### config.mk
export PLATFORM = sky130hd
export DESIGN_NAME = fir3_pipe
export DESIGN_NICKNAME = d
export VERILOG_FILES = /design/src/rtl/fir3_pkg.sv /design/src/rtl/fir3_tapline.sv /design/src/rtl/fir3_mac.sv /design/src/rtl/fir3_pipe.sv
export SDC_FILE = /design/constraint.sdc
export NUM_CORES = 2
export LEC_CHECK = 0
export BUFFER_PORTS_ARGS = -buffer_cell sky130_fd_sc_hd__buf_2
export CORE_UTILIZATION = 35
export DETAILED_ROUTE_END_ITERATION = 8
export GPL_TIMING_DRIVEN = 0
export PLACE_DENSITY = 0.59
export SLEW_MARGIN = 20
export SYNTH_ARGS = -nofsm -noshare
export SYNTH_HDL_FRONTEND = slang
export SYNTH_SLANG_ARGS = --single-unit
### constraint.sdc
create_clock -name clk -period 7.6 [get_ports clk]
set_input_delay 0 -clock clk [delete_from_list [all_inputs] [get_ports clk]]
set_output_delay 0 -clock clk [all_outputs]
set_load 0.1 [all_outputs]
### src/rtl/fir3_pkg.sv
package fir3_pkg;

   localparam int MIN_W = 2;
   localparam int MAX_W = 31;

   // Two guard bits above the full product width: three full-scale
   // products sum to at most 3 * 2^(P-2), well inside P+2 signed bits.
   function automatic int acc_width(input int sw, input int cw);
      return sw + cw + 2;
   endfunction

   function automatic bit width_ok(input int w);
      return (w >= MIN_W) && (w <= MAX_W);
   endfunction

endpackage

### src/rtl/fir3_tapline.sv
module fir3_tapline #(
   parameter int W     = 16,
   parameter int DEPTH = 2
) (
   input  logic                       clk,
   input  logic                       rst,
   input  logic                       shift_en,
   input  logic [W-1:0]               din,
   output logic [DEPTH-1:0][W-1:0]    taps
);

   logic [DEPTH-1:0][W-1:0] hist_q;

   always_ff @(posedge clk) begin
      if (rst) begin
         hist_q[0] <= '0;
      end else if (shift_en) begin
         hist_q[0] <= din;
      end
   end

   for (genvar k = 1; k < DEPTH; k++) begin : g_stage
      always_ff @(posedge clk) begin
         if (rst) begin
            hist_q[k] <= '0;
         end else if (shift_en) begin
            hist_q[k] <= hist_q[k-1];
         end
      end
   end

   assign taps = hist_q;

endmodule

### src/rtl/fir3_mac.sv
module fir3_mac #(
   parameter int SAMPLE_W  = 16,
   parameter int COEF_W    = 16,
   parameter int ACC_W     = 34,
   parameter bit PIPELINED = 1'b1
) (
   input  logic                       clk,
   input  logic                       rst,
   input  logic                       in_valid,
   input  logic [SAMPLE_W-1:0]        x_new,
   input  logic [SAMPLE_W-1:0]        x_mid,
   input  logic [SAMPLE_W-1:0]        x_old,
   input  logic [COEF_W-1:0]          w_new,
   input  logic [COEF_W-1:0]          w_mid,
   input  logic [COEF_W-1:0]          w_old,
   output logic                       y_valid,
   output logic signed [ACC_W-1:0]    y
);

   localparam int PROD_W = SAMPLE_W + COEF_W;
   localparam int EXT_W  = ACC_W - PROD_W;

   logic [PROD_W-1:0]        prod_new, prod_mid, prod_old;
   logic signed [ACC_W-1:0]  ext_new, ext_mid, ext_old;

   // Sign-extend both operands to the full product width so that the
   // low PROD_W bits of the unsigned product are the signed product.
   assign prod_new = {{COEF_W{x_new[SAMPLE_W-1]}}, x_new} *
                     {{SAMPLE_W{w_new[COEF_W-1]}}, w_new};
   assign prod_mid = {{COEF_W{x_mid[SAMPLE_W-1]}}, x_mid} *
                     {{SAMPLE_W{w_mid[COEF_W-1]}}, w_mid};
   assign prod_old = {{COEF_W{x_old[SAMPLE_W-1]}}, x_old} *
                     {{SAMPLE_W{w_old[COEF_W-1]}}, w_old};

   assign ext_new = {{EXT_W{prod_new[PROD_W-1]}}, prod_new};
   assign ext_mid = {{EXT_W{prod_mid[PROD_W-1]}}, prod_mid};
   assign ext_old = {{EXT_W{prod_old[PROD_W-1]}}, prod_old};

   if (PIPELINED) begin : g_split
      logic                     s1_valid;
      logic signed [ACC_W-1:0]  s1_pair;
      logic signed [ACC_W-1:0]  s1_single;

      // Stage 1: one multiplier plus one adder on the longest path.
      always_ff @(posedge clk) begin
         if (rst) begin
            s1_valid  <= 1'b0;
            s1_pair   <= '0;
            s1_single <= '0;
         end else begin
            s1_valid <= in_valid;
            if (in_valid) begin
               s1_pair   <= ext_new + ext_mid;
               s1_single <= ext_old;
            end
         end
      end

      // Stage 2: a single adder.
      always_ff @(posedge clk) begin
         if (rst) begin
            y_valid <= 1'b0;
            y       <= '0;
         end else begin
            y_valid <= s1_valid;
            if (s1_valid) begin
               y <= s1_pair + s1_single;
            end
         end
      end
   end else begin : g_flat
      // One multiplier plus two adders in a single stage.
      always_ff @(posedge clk) begin
         if (rst) begin
            y_valid <= 1'b0;
            y       <= '0;
         end else begin
            y_valid <= in_valid;
            if (in_valid) begin
               y <= ext_new + ext_mid + ext_old;
            end
         end
      end
   end

endmodule

### src/rtl/fir3_pipe.sv
module fir3_pipe #(
   parameter int SAMPLE_W  = 16,
   parameter int COEF_W    = 16,
   parameter bit PIPELINED = 1'b1
) (
   input  logic                                             clk,
   input  logic                                             rst,
   input  logic                                             in_valid,
   input  logic [SAMPLE_W-1:0]                              in_sample,
   input  logic [COEF_W-1:0]                                coef_a,
   input  logic [COEF_W-1:0]                                coef_b,
   input  logic [COEF_W-1:0]                                coef_c,
   output logic                                             out_valid,
   output logic signed [fir3_pkg::acc_width(SAMPLE_W, COEF_W)-1:0] out_data
);

   localparam int ACC_W     = fir3_pkg::acc_width(SAMPLE_W, COEF_W);
   localparam int HIST_TAPS = 2;

   // reject widths outside the supported range at elaboration.
   if (!fir3_pkg::width_ok(SAMPLE_W)) begin : g_bad_sample_w
      $error("fir3_pipe: SAMPLE_W out of range");
   end
   if (!fir3_pkg::width_ok(COEF_W)) begin : g_bad_coef_w
      $error("fir3_pipe: COEF_W out of range");
   end

   logic [HIST_TAPS-1:0][SAMPLE_W-1:0] hist;

   fir3_tapline #(
      .W     (SAMPLE_W),
      .DEPTH (HIST_TAPS)
   ) tapline_i (
      .clk      (clk),
      .rst      (rst),
      .shift_en (in_valid),
      .din      (in_sample),
      .taps     (hist)
   );

   fir3_mac #(
      .SAMPLE_W  (SAMPLE_W),
      .COEF_W    (COEF_W),
      .ACC_W     (ACC_W),
      .PIPELINED (PIPELINED)
   ) mac_i (
      .clk      (clk),
      .rst      (rst),
      .in_valid (in_valid),
      .x_new    (in_sample),
      .x_mid    (hist[0]),
      .x_old    (hist[1]),
      .w_new    (coef_a),
      .w_mid    (coef_b),
      .w_old    (coef_c),
      .y_valid  (out_valid),
      .y        (out_data)
   );

endmodule

==> results.txt <==
The worst path arrival time is 7.67 ns. The hold path depth came out at 3. The final weighted congestion in routability-driven placement is 0.925.

For this run, the top clock speed supported by timing is 136 MHz. The core area is 102000 µm². The clock buffer count from CTS came out at 17. The biggest area consumer among synthesized cells is fa_1. The worst register-to-register path begins at tapline_i.taps[15]. Counting every instance in the synthesized netlist gives 3938.

Clock skew on the completed layout was measured at 0.0169 ns. In the post-synthesis netlist, the biggest area contributors are fa_1, inv_1, ha_1. In this run, synthesis inferred 0 flip-flops with an integrated enable. The net count after synthesis is 5116. The die covers 104000 µm². The final period utilization came out at 96.7%. The worst setup path is launched from a register. The first global-routing pass estimated 168000 µm of wire. The netlist area before placement came out at 36100 µm². The sum of routed wire length over all layers came out at 106000 µm. The clock slew seen by the registers of the worst setup and hold paths is 0.06 ns.

The height of the die is 323 µm. The detailed-routing iteration count for the pre-antenna-repair pass is 5. Summing the sequential cell areas from Yosys gives 7.37% of the chip area. The number of setup violations in the final report is 0. The average wire per cell in the routed design came out at 19.5 µm.

The number of max-slew violations in the final report came out at 0. The run finished with clean final reports. In this run the horizontal extent of the chip is 323 µm. The number of rows in the core area came out at 117. Of the post-synthesis cell area, the dominant cell type holds 47.0%. Among all flip-flop cells after synthesis, the most frequent one is dfxtp_1. Summing all placed instances gives a cell area of 38300 µm². After global routing the overflow that remains totals 0. Summed over all nets, the half-perimeter wirelength after detailed placement is 91700 µm. The final core area utilization is 38.3%. The count of unique library cells instantiated by Yosys came out at 69. The minimum clock period is 7.35 ns. The worst hold path begins at in_sample[5]. The hold violation count in the final report is 0. The via density per instance is 4.91. The fraction of final layout cells sized beyond drive strength 1 is 4.94%. The post-synthesis area per instance is 9.17 µm². 102 I/O pins were placed. The overall routing resource usage is 21.3%. The post-synthesis async set-or-reset flop share came out at 0%. The yosys synthesis warning count came out at 0. The largest net degree at the start of global routing is 17. In the routed design, unresolved DRC markers number 0. The tool flagged a number of max-cap violations equal to 0. The worst max-slew margin expressed relative to the limit is 36.4%. The H-tree depth reported by CTS is 4. The count of port buffers added during placement came out at 99.

The number of non-filler instances in the completed layout came out at 5439. The number of global-route vias before repair came to 28222. In this run the worst hold path is classified as input pin to register. The highest net fanout along the worst path is 10.

The final-layout fill cell count came out at 10388. Summing all non-filler instances in the final layout gives an area of 39100 µm². The endpoint identified for the worst register-to-register timing path is mac_i.g_split.s1_pair[31]. The setup slack of the worst register-to-register path is 0.25 ns. STA puts the critical path data required time at 7.92 ns. The actual slew at the worst max-slew pin came out at 0.954 ns. The most critical setup path has its startpoint at tapline_i.taps[15].

Including well taps, the total number of placed cells is 5405. Setup repair after global routing could not meet its margin everywhere. The number of antenna-violating nets in the routed design is 0.

The via count is 26688. The category of the most critical setup path is register to register. The detailed router finished its first iteration with 1748 violations.

For this design, the sink count on the clock tree is 133. The net count of the finished layout came out at 5231. By instance count, the leading cell after synthesis is inv_1. Counting along the longest clock path gives a buffer depth of 2. The depth of the worst register-to-register path came out at 22.

The initial antenna violation count is 15. The total of flip-flops plus latches after synthesis came out at 133. TritonCTS built the clock tree.

The tree is rooted in a clkbuf_16. The worst hold path terminates at tapline_i.taps[5]. The critical path endpoint category is a register. For this configuration, the core starts out at a cell density of 35.4%. The area growth from synthesis to layout is 8.25%. The clock latency at the later pin of the worst-skew pair came out at 0.45 ns.

Final hold analysis gives a worst-case slack of 0.00483 ns. Ranked by instance count, the synthesized netlist is headed by inv_1, fa_1, nand2_1.
==> routing by layer <==
layer,up-vias,track usage [%],share of wire (%)
met5,-,0,0
met4,0,7.12,3.3
met3,150,2.71,5.4
met2,729,36.3,50
met1,13795,27.9,41
li1,12014,-,-
==> worst max path at each step <==
| stage | slack [ns] | depth (start not counted) | endpoint |
|---|---|---|---|
| after CTS | 0.001 | 23 | mac_i.g_split.s1_pair[31] |
| final | 0.25 | 22 | mac_i.g_split.s1_pair[31] |
| after floorplan | 0.34 | 25 | mac_i.g_split.s1_pair[31] |
| after global placement | -1.13 | 25 | mac_i.g_split.s1_pair[31] |
| after global routing | -0.04 | 24 | mac_i.g_split.s1_pair[31] |
| after detailed placement | -1.15 | 25 | mac_i.g_split.s1_pair[31] |
==> placed cells by master (no fill, tap or decap), types with 52 or more instances in the layout <==
cell / netlist / routed
xnor2_1: 66 / 66
nor2_1: 171 / 171
buf_2: 0 / 102
ha_1: 264 / 261
clkbuf_1: 134 / 107
inv_1: 930 / 929
and2_1: 370 / 369
dfxtp_1: 133 / 120
o21ai_0: 54 / 52
mux2i_1: 72 / 72
fa_1: 847 / 845
nand2_1: 448 / 447
a21oi_1: 95 / 94
==> flip-flops by register name, summed over array words and instances (netlist names) <==
name	flops
tapline_i.taps	32
mac_i.g_split.s1_single	32
mac_i.g_split.s1_pair	33
mac_i.y_valid	1
mac_i.y	34
mac_i.g_split.s1_valid	1
==> final cells by class <==
type	count	area [µm²]	area share [%]
multi-input cells	2730	29500	75.4
inverters	931	3490	8.94
flip-flops and latches	133	2690	6.89
well taps	1368	1710	4.38
plain buffers	138	568	1.45
repair buffers	102	520	1.33
clock buffers	19	453	1.16
clock inverters	12	145	0.371
diodes	6	15.0	0.0384
==> metrics by stage <==
stage,TNS (ns),setup WS [ns]
after global routing,-0.0588,-0.0385
after global placement,-7.23,-1.13
final,0,0.248
after detailed placement,-7.68,-1.15
after CTS,0,0.00127
after floorplan,0,0.338
==> critical path, cell delays in order, from the launching register on <==
cell	delay, ns
dfxtp_4	0.43
clkbuf_8	0.21
nand2_2	0.11
fa_2	0.56
inv_1	0.39
fa_1	0.51
fa_1	0.48
fa_1	0.52
fa_1	0.57
fa_1	0.43
fa_1	0.49
inv_1	0.05
fa_1	0.55
inv_1	0.06
ha_2	0.40
and3_1	0.28
and2_1	0.17
inv_1	0.05
a31oi_2	0.27
nor4b_4	0.10
o31ai_1	0.30
xnor2_1	0.18
o21ai_0	0.10
==> kinds of logic after synthesis <==
kind of cell / after synthesis / share of synthesized area (%)
AO/OA/AOI/OAI: 323 / 5.93
XOR/XNOR: 77 / 1.87
adder cells (fa/ha/maj): 1111 / 56.1
buffers and inverters: 1075 / 11.2
flip-flops: 133 / 7.37
multiplexers: 75 / 2.09
AND/OR/NAND/NOR: 1144 / 15.5
==> repair_timing <==
action                                  in CTS  in global routing
pin swaps                                    3                  4
endpoints found under the setup margin      15                 15
hold buffers                                 1                  0
resized for setup                           33                 50
buffers inserted                             0                  2
hold endpoints to repair                     1                  0
Power is left out: the tool's default activity adds up to more than one toggle a clock period on the data nets, which glitch-free logic cannot reach.
